--- config.mk ---
export PLATFORM = sky130hd
export DESIGN_NAME = sym_frame_rx
export DESIGN_NICKNAME = d
export VERILOG_FILES = /design/src/rtl/symalign_pkg.sv /design/src/rtl/sym_shifter.sv /design/src/rtl/sym_decode.sv /design/src/rtl/sym_frame_rx.sv
export SDC_FILE = /design/constraint.sdc
export NUM_CORES = 1
export LEC_CHECK = 0
export BUFFER_PORTS_ARGS = -buffer_cell sky130_fd_sc_hd__buf_2
export CELL_PAD_IN_SITES_DETAIL_PLACEMENT = 1
export CELL_PAD_IN_SITES_GLOBAL_PLACEMENT = 2
export CORE_MARGIN = 1.5
export CORE_UTILIZATION = 41
export CTS_CLUSTER_DIAMETER = 200
export DETAILED_ROUTE_END_ITERATION = 8
export GPL_TIMING_DRIVEN = 1
export PLACE_DENSITY_LB_ADDON = 0.1
export SLEW_MARGIN = 0
export SYNTH_ARGS = -nofsm -noshare
export SYNTH_HDL_FRONTEND = slang
export SYNTH_HIERARCHICAL = 1
export SYNTH_SLANG_ARGS = --single-unit
--- constraint.sdc ---
create_clock -name clk -period 5.9 [get_ports clk]
set_clock_uncertainty 0.1 [all_clocks]
set_input_delay 0.885 -clock clk [delete_from_list [all_inputs] [get_ports clk]]
set_output_delay 0.885 -clock clk [all_outputs]
set_load 0.01 [all_outputs]
--- src/rtl/symalign_pkg.sv ---
package symalign_pkg;
    localparam int GRP_W = 5;
    localparam int NIB_W = 4;
    localparam int WIN_W = 3 * GRP_W;

    localparam logic [GRP_W-1:0] SYM_IDLE = 5'b11111;
    localparam logic [GRP_W-1:0] SYM_J    = 5'b11000;
    localparam logic [GRP_W-1:0] SYM_K    = 5'b10001;
    localparam logic [GRP_W-1:0] SYM_T    = 5'b01101;
    localparam logic [GRP_W-1:0] SYM_R    = 5'b00111;

    localparam logic [NIB_W-1:0] PREAMBLE_NIB = 4'b0101;

    typedef enum logic [1:0] {
        ST_HUNT,
        ST_PRE_K,
        ST_FRAME,
        ST_WAIT_R
    } fsm_t;
endpackage

--- src/rtl/sym_shifter.sv ---
module sym_shifter
    import symalign_pkg::*;
(
    input  logic             clk,
    input  logic             rst_n,
    input  logic             rx_bit,
    input  logic             bit_vld,
    input  logic             lock,
    input  logic             hunt,
    output logic             grp_done,
    output logic [GRP_W-1:0] grp,
    output logic             ssd_hit
);
    localparam int CW = $clog2(GRP_W);
    localparam logic [WIN_W-1:0] SSD_PAT = {SYM_IDLE, SYM_J, SYM_K};

    logic [WIN_W-1:0] win_q;
    logic [WIN_W-1:0] win_n;
    logic [CW-1:0]    cnt_q;
    logic             take;

    assign take     = bit_vld & lock;
    assign win_n    = {win_q[WIN_W-2:0], rx_bit};
    assign ssd_hit  = hunt & take & (win_n == SSD_PAT);
    assign grp_done = take & (cnt_q == CW'(GRP_W - 1));
    assign grp      = win_n[GRP_W-1:0];

    always_ff @(posedge clk or negedge rst_n) begin
        if (!rst_n) begin
            win_q <= '0;
            cnt_q <= '0;
        end else if (!lock) begin
            win_q <= '0;
            cnt_q <= '0;
        end else if (take) begin
            win_q <= win_n;
            if (ssd_hit || grp_done) begin
                cnt_q <= '0;
            end else begin
                cnt_q <= cnt_q + 1'b1;
            end
        end
    end
endmodule

--- src/rtl/sym_decode.sv ---
module sym_decode
    import symalign_pkg::*;
(
    input  logic [GRP_W-1:0] grp,
    output logic             is_data,
    output logic [NIB_W-1:0] nib,
    output logic             is_idle,
    output logic             is_t,
    output logic             is_r
);
    assign is_idle = (grp == SYM_IDLE);
    assign is_t    = (grp == SYM_T);
    assign is_r    = (grp == SYM_R);

    always_comb begin
        is_data = 1'b1;
        nib     = '0;
        unique case (grp)
            5'b11110: nib = 4'h0;
            5'b01001: nib = 4'h1;
            5'b10100: nib = 4'h2;
            5'b10101: nib = 4'h3;
            5'b01010: nib = 4'h4;
            5'b01011: nib = 4'h5;
            5'b01110: nib = 4'h6;
            5'b01111: nib = 4'h7;
            5'b10010: nib = 4'h8;
            5'b10011: nib = 4'h9;
            5'b10110: nib = 4'hA;
            5'b10111: nib = 4'hB;
            5'b11010: nib = 4'hC;
            5'b11011: nib = 4'hD;
            5'b11100: nib = 4'hE;
            5'b11101: nib = 4'hF;
            default:  is_data = 1'b0;
        endcase
    end
endmodule

--- src/rtl/sym_frame_rx.sv ---
module sym_frame_rx
    import symalign_pkg::*;
(
    input  logic             clk,
    input  logic             rst_n,
    input  logic             rx_bit,
    input  logic             rx_bit_vld,
    input  logic             rx_lock,
    output logic [NIB_W-1:0] rxd,
    output logic             rx_dv,
    output logic             rx_er,
    output logic             nib_stb
);
    fsm_t             state_q, state_n;
    logic             grp_done, ssd_hit;
    logic [GRP_W-1:0] grp;
    logic             is_data, is_idle, is_t, is_r;
    logic [NIB_W-1:0] dec_nib;
    logic [NIB_W-1:0] rxd_n;
    logic             dv_n, er_n, stb_n;

    sym_shifter u_shift (
        .clk      (clk),
        .rst_n    (rst_n),
        .rx_bit   (rx_bit),
        .bit_vld  (rx_bit_vld),
        .lock     (rx_lock),
        .hunt     (state_q == ST_HUNT),
        .grp_done (grp_done),
        .grp      (grp),
        .ssd_hit  (ssd_hit)
    );

    sym_decode u_dec (
        .grp     (grp),
        .is_data (is_data),
        .nib     (dec_nib),
        .is_idle (is_idle),
        .is_t    (is_t),
        .is_r    (is_r)
    );

    always_comb begin
        state_n = state_q;
        rxd_n   = rxd;
        dv_n    = rx_dv;
        er_n    = 1'b0;
        stb_n   = 1'b0;
        if (!rx_lock) begin
            state_n = ST_HUNT;
            dv_n    = 1'b0;
        end else begin
            unique case (state_q)
                ST_HUNT: begin
                    if (ssd_hit) begin
                        state_n = ST_PRE_K;
                        rxd_n   = PREAMBLE_NIB;
                        dv_n    = 1'b1;
                        stb_n   = 1'b1;
                    end
                end
                ST_PRE_K: begin
                    state_n = ST_FRAME;
                    rxd_n   = PREAMBLE_NIB;
                    stb_n   = 1'b1;
                end
                ST_FRAME: begin
                    if (grp_done) begin
                        if (is_t) begin
                            state_n = ST_WAIT_R;
                            dv_n    = 1'b0;
                        end else if (is_idle) begin
                            state_n = ST_HUNT;
                            dv_n    = 1'b0;
                        end else if (is_data) begin
                            rxd_n = dec_nib;
                            stb_n = 1'b1;
                        end else if (!is_r) begin
                            rxd_n = '0;
                            er_n  = 1'b1;
                            stb_n = 1'b1;
                        end
                    end
                end
                ST_WAIT_R: begin
                    if (grp_done) begin
                        state_n = ST_HUNT;
                        er_n    = !is_r;
                    end
                end
            endcase
        end
    end

    always_ff @(posedge clk or negedge rst_n) begin
        if (!rst_n) begin
            state_q <= ST_HUNT;
        end else begin
            state_q <= state_n;
        end
    end

    always_ff @(posedge clk or negedge rst_n) begin
        if (!rst_n) begin
            rxd     <= '0;
            rx_dv   <= 1'b0;
            rx_er   <= 1'b0;
            nib_stb <= 1'b0;
        end else begin
            rxd     <= rxd_n;
            rx_dv   <= dv_n;
            rx_er   <= er_n;
            nib_stb <= stb_n;
        end
    end
endmodule

Yosys cells after proc, flatten, opt, wreduce, memory -nomap -nowiden:

Cells that the tools add are included.

* register bits after elaboration: 26
* input port bits: 5
* latch bits: 0
* memories kept: 0
* RAM bits: 0
* logic and storage cells: 97
* bits in read-only memories: 0
* output and inout bits: 7

* divide/modulo/power cells: 0
* reduce and logical (&&, ||, !) cells: 8
* bitwise operators: 4
* muxes and demuxes: 42
* equal/unequal tests: 35
* order comparisons: 0
* multipliers: 0
* shift operators: 0
* add/subtract/negate cells: 1

Operator list (count)
* == test 5 bit, second input constant: 12
* case mux 4 bit (15 select lines): 1
* == test 5 x 4 -> 1 bit, second input constant: 6
* two-way mux 14 bit: 2
* two-way mux 4 bit: 6
* two-way mux 1 bit: 19
* OR reduction 16 bit: 1
* == test 15 bit, second input constant: 1
* two-way mux 2 bit: 6
* case mux 4 bit (3 select lines): 1
* two-way mux 3 bit: 3
* case mux 2 bit (4 select lines): 1
* AND reduction 4 bit: 2
* AND reduction 7 bit: 1
* != test 2 bit, second input constant: 3
* != test 3 x 2 -> 1 bit, second input constant: 2
* != test 3 bit, second input constant: 2
* == test 5 x 3 -> 1 bit, second input constant: 1
* AND 1 bit: 4
* == test 2 bit, second input constant: 2
* != test 2 x 1 -> 1 bit, second input constant: 2
* != test 4 bit, second input constant: 1
* case mux 1 bit (2 select lines): 2
* adder 3 x 1 -> 3 bit, second input constant: 1
* other kinds (8): 8

Depth between registers and ports, before layout:

* depth after elaboration: 9
* mapped depth: 8

By module:

The synthesis kept the hierarchy.

By module, submodules not included
* sym_shifter: area an instance 882.1 µm², instances 1, cells each 79
* sym_frame_rx: area an instance 538.0 µm², instances 1, cells each 56
* sym_decode: area an instance 146.4 µm², instances 1, cells each 26

Worst setup path before layout:

OpenSTA, ideal clock, no wires.

* path type: input -> register
* from: input port rx_bit
* to: register rxd[1]
* arrival: 2107 ps
* stages: 6
* library setup time: 133 ps
* slack: 3559 ps
* buffers on the path: 1
* cells stage by stage: buf_4 > a21oi_1 > o32ai_1 > and2b_1 > o311ai_1 > nand3_1

* word-level cells in the longest chain between the ends: 8
* elaborated cells between the ends (all ways): 34
* those cells by class: eq/ne: 24; mux: 7; bitwise: 1; reduce/logical: 2

Ends and longest elaborated chain
* from (decl): RTL line sym_frame_rx.sv:6 `input logic rx_bit,`
* == test 5 bit / == test 5 x 4 -> 1 bit (equally long branches): RTL line sym_decode.sv:18 `unique case (grp)`
* OR reduction 16 bit (no line) *
* two-way mux 1 bit *: RTL line sym_decode.sv:18
* named net is_data: RTL line sym_frame_rx.sv:17 `logic is_data, is_idle, is_t, is_r;`
* two-way mux 4 bit: RTL line sym_frame_rx.sv:75 `end else if (is_data) begin`
* two-way mux 4 bit: RTL line sym_frame_rx.sv:72 `end else if (is_idle) begin`
* two-way mux 4 bit: RTL line sym_frame_rx.sv:69 `if (is_t) begin`
* two-way mux 4 bit: RTL line sym_frame_rx.sv:68 `if (grp_done) begin`
* case mux 4 bit (3 select lines): RTL line sym_frame_rx.sv:53 `unique case (state_q)`
* to (signal assigned): RTL line sym_frame_rx.sv:110 `rxd <= rxd_n;`
* to (decl): RTL line sym_frame_rx.sv:9 `output logic [NIB_W-1:0] rxd,`

The timed path passes the listed nets; every way through them passes the cells marked *. The select of a mux whose other input is x is not followed.
A chain may end at the register's enable or synchronous reset.

Worst setup path after layout:

Same ends and word-level chain as after synthesis.

==> Flow_metrics.wiki <==
{| class="wikitable"
! Metric !! Value
|-
| Number of fill cells in the layout || 429
|-
| Critical path fanouts, max || 7
|-
| Share of cells above drive strength 1 || 13.5%
|-
| Global-route wire length before repair || between 5000 and 6000 um
|-
| Number of failing setup endpoints in the final timing report || 0
|-
| Synthesis warning total || 6
|-
| Worst R2R End || rxd[1]$_DFFE_PN0P_
|-
| Post-DRT Antenna Nets || 0
|-
| Sequential element share of the synthesized area || 41.5%
|-
| Post-Synthesis Net Count || around 170
|-
| Multi-input gate area in the final layout || 815 sq um
|-
| RSZ-0062 raised after global routing || false
|-
| Max-capacitance violation count || 0
|-
| Fin Setup TNS || 0 ns
|-
| Total number of placement rows || 22
|-
| Final Slew Violations || 0
|-
| Required time of the worst setup path || 5.96 ns
|-
| Number of placed I/O pins || 12
|-
| DRC viols || 0
|-
| Setup slack of the most critical reg-to-reg path || 3.68 ns
|-
| Routed length on met1 || 1580 um
|-
| Minimum clock period after layout || 2.31 ns
|-
| Data arrival time of the critical path || 2.37 ns
|-
| Startpoint of the tightest hold check path || rxd[2]$_DFFE_PN0P_
|-
| CTS Hold Buffers Added || 0
|-
| Detail Placement HPWL || 2350 um
|-
| Tightest slew margin relative to the limit || about half
|-
| Number of enable-type register cells in the synthesized netlist || 0
|-
| Layout overhead on the synthesized area || 6.63%
|-
| Pwr per Cell Area || 213 nW/um^2
|-
| R2r startpoint || u_shift/win_q[1]$_DFFE_PN0P_
|-
| FF+latch count, synth || 26
|-
| Vias || between 1000 and 1500
|-
| Std-Cell Core Area || approximately 3700 sq um
|-
| CTS root buffer || clkbuf_8
|-
| Type of element capturing the critical path || flop
|-
| Vertical die dimension || 64.8 um
|-
| Number of vias per cell || 5.45
|-
| Final worst-path cycle share || roughly two fifths
|-
| Share of synthesized registers carrying an async set or reset || 100%
|-
| Effective utilization at floorplan || 42.8%
|-
| Pin count of the biggest net entering global routing || 31
|-
| Post-Synthesis Cell Area || 1570 sq um
|-
| Cell count of the worst reg-to-reg path || 6
|-
| Final Net Count || between 150 and 200
|-
| Top area cells in the synthesized netlist || dfrtp_1 42%, mux2i_1 8.9%, nor2b_1 6.4%
|-
| Peak VDD IR || ~0.11 mV
|-
| Clock sink count || 26
|-
| Vias in the first global route || roughly 1200
|-
| First-pass iteration count of the detailed router || 4
|-
| Smallest setup slack after layout || 3.59 ns
|-
| Clock latency on the worst-skew pair || 0.27 ns
|-
| Class of the tightest hold or removal check || reg2reg
|-
| Result of the run || complete, no violations
|-
| Worst slack, placed || 3.27 ns
|-
| Transition at the pin with the smallest max-transition slack || 0.755 ns
|-
| Initial antenna violation count || 0
|-
| Worst hold path stage count || 2
|-
| Leak || 0.000748 uW
|-
| Cell variety after synth || 44
|-
| Clock slew seen by the registers of the worst setup and hold paths || approximately 0.09 ns
|-
| Number of hold-slack violations in the final timing report || 0
|-
| Global-route usage over all layers || between 10% and 20%
|-
| TritonCTS buffer count || 3
|-
| Fraction of post-synthesis cell area in the top cell type by area || 41.5%
|-
| Horiz. Die Dim || between 60 and 70 um
|-
| Register area || 651 sq um
|-
| Aggregate routed wire length || 3350 um
|-
| Port bufs || 11
|-
| Maximum clock insertion buffer count || 2
|-
| Gate count of the mapped netlist || around 160
|-
| Post-synth top flop || dfrtp_1
|-
| Post-CTS Repair Setup Buffers || 0
|-
| Count of antenna diodes in the layout || 0
|-
| Average wire per standard cell || 15.9 um
|-
| Total of cells resized after clock tree synthesis || 0
|-
| Clock tree from TritonCTS || yes
|-
| Placer congestion estimate || 0.751
|-
| Dominant cell type by area after synthesis || dfrtp_1
|-
| Die Footprint || 4200 sq um
|-
| Maximum frequency from static timing analysis || 433 MHz
|-
| Mean post-synth cell area || 9.73 sq um
|-
| Highest layer used for signal routing || met4
|-
| Hold Path End || rxd[2]$_DFFE_PN0P_
|-
| Crit path kind || in2reg
|-
| Global-route congestion overflow total || 0
|-
| Launching element type of the critical path || input port
|-
| H-tree depth reported by CTS || 1
|-
| Met2 WL post-DR || around 1700 um
|-
| Detailed router's first-iteration violation count || 55
|-
| Met3 Wirelength || 59 um
|}
==> flip-flops by register name, indices dropped and copies added, names as in the netlist <==
name	count
nib_stb	1
rx_dv	1
rx_er	1
rxd	4
state_q	2
u_shift/cnt_q	3
u_shift/win_q	14
==> synthesized netlist by cell type, types with 3 or more instances <==
| cell | n |
|---|---|
| nand2b_1 | 4 |
| nand3_1 | 5 |
| buf_4 | 8 |
| mux2i_1 | 14 |
| o21ai_0 | 6 |
| nand2_1 | 11 |
| nand4_1 | 6 |
| nor2b_1 | 16 |
| nor2_1 | 12 |
| a21oi_1 | 3 |
| buf_2 | 3 |
| dfrtp_1 | 26 |
| inv_1 | 5 |
==> critical path: stages <==
cell and delay [ns]:
buf_2 0.14, a21oi_1 0.08, o32ai_1 0.60, and2b_1 0.28
o311ai_1 0.29, nand3_1 0.10
==> worst max-delay path by stage <==
stage                     cells after the start  slack (ns)            endpoint       start
after global routing                          6        3.44  rxd[1]$_DFFE_PN0P_  rx_bit_vld
after floorplan                               6        3.56  rxd[1]$_DFFE_PN0P_      rx_bit
after CTS                                     6        3.56  rxd[1]$_DFFE_PN0P_      rx_bit
after detailed placement                      6        3.27  rxd[1]$_DFFE_PN0P_      rx_bit
final                                         6        3.59  rxd[1]$_DFFE_PN0P_      rx_bit
after global placement                        6        3.35  rxd[1]$_DFFE_PN0P_      rx_bit
==> layout by cell type, fill, tap and decap left out, types with 2 or more instances in the layout <==
cell type,count
dfrtp_1,26
nor2b_1,16
mux2i_1,14
nor2_1,12
nand2_1,11
buf_2,11
o21ai_0,6
nand4_1,6
nand3_1,5
inv_1,5
nand2b_1,4
a21oi_1,3
clkbuf_8,3
and2_1,2
nor3_1,2
nor3b_1,2
a311oi_1,2
a41o_1,2
o311ai_1,2
or2b_1,2
xor2_1,2
o22ai_1,2
ha_1,2
==> kinds of logic (layout without fill, tap and decap cells) <==
group,Yosys count,after routing,share of synthesized area (%)
flip-flops,26,26,41.5
AND/OR/NAND/NOR,72,72,27.7
XOR/XNOR,3,3,1.68
multiplexers,14,14,8.95
buffers and inverters,18,20,6.47
adder cells (fa/ha/maj),2,2,1.60
AO/OA/AOI/OAI,26,26,12.1
==> metrics by stage <==
step / util (%) / hold WS [ns] / instance area (sq um) / instances / total power (uW)
5_1_grt: 45.6 / 0.481 / 1670 / 211 / 371
3_3_place_gp: 43.7 / 0.441 / 1600 / 207 / 210
3_5_place_dp: 43.7 / 0.445 / 1600 / 207 / 212
6_report: 45.6 / 0.453 / 1670 / 211 / 356
4_1_cts: 45.6 / 0.466 / 1670 / 211 / 361
2_1_floorplan: - / 0.409 / 1570 / 161 / 204
==> layer usage <==
layer,vias to the layer above,global-route usage (%)
met2,12,31.1
li1,573,-
met4,0,7.18
met1,561,22.8
met3,4,2.60
met5,-,0
==> report_power, final <==
group          internal [uW]  leakage (uW)  total, uW  switching [uW]
logic                   9.01      0.000352       24.2            15.2
registers                180      0.000361        184            3.66
clock network           90.8     0.0000357        148            57.5
total                    280      0.000748        356            76.3
==> cell type report <==
type | count | share of cell area [%]
flip-flops and latches | 26 | 39.0
well taps | 48 | 3.60
multi-input cells | 117 | 48.8
clock inverters | 1 | 1.80
clock buffers | 3 | 2.47
inverters | 5 | 1.12
repair buffers | 11 | 3.30
Note: power is estimated with default switching activity, not from simulation.
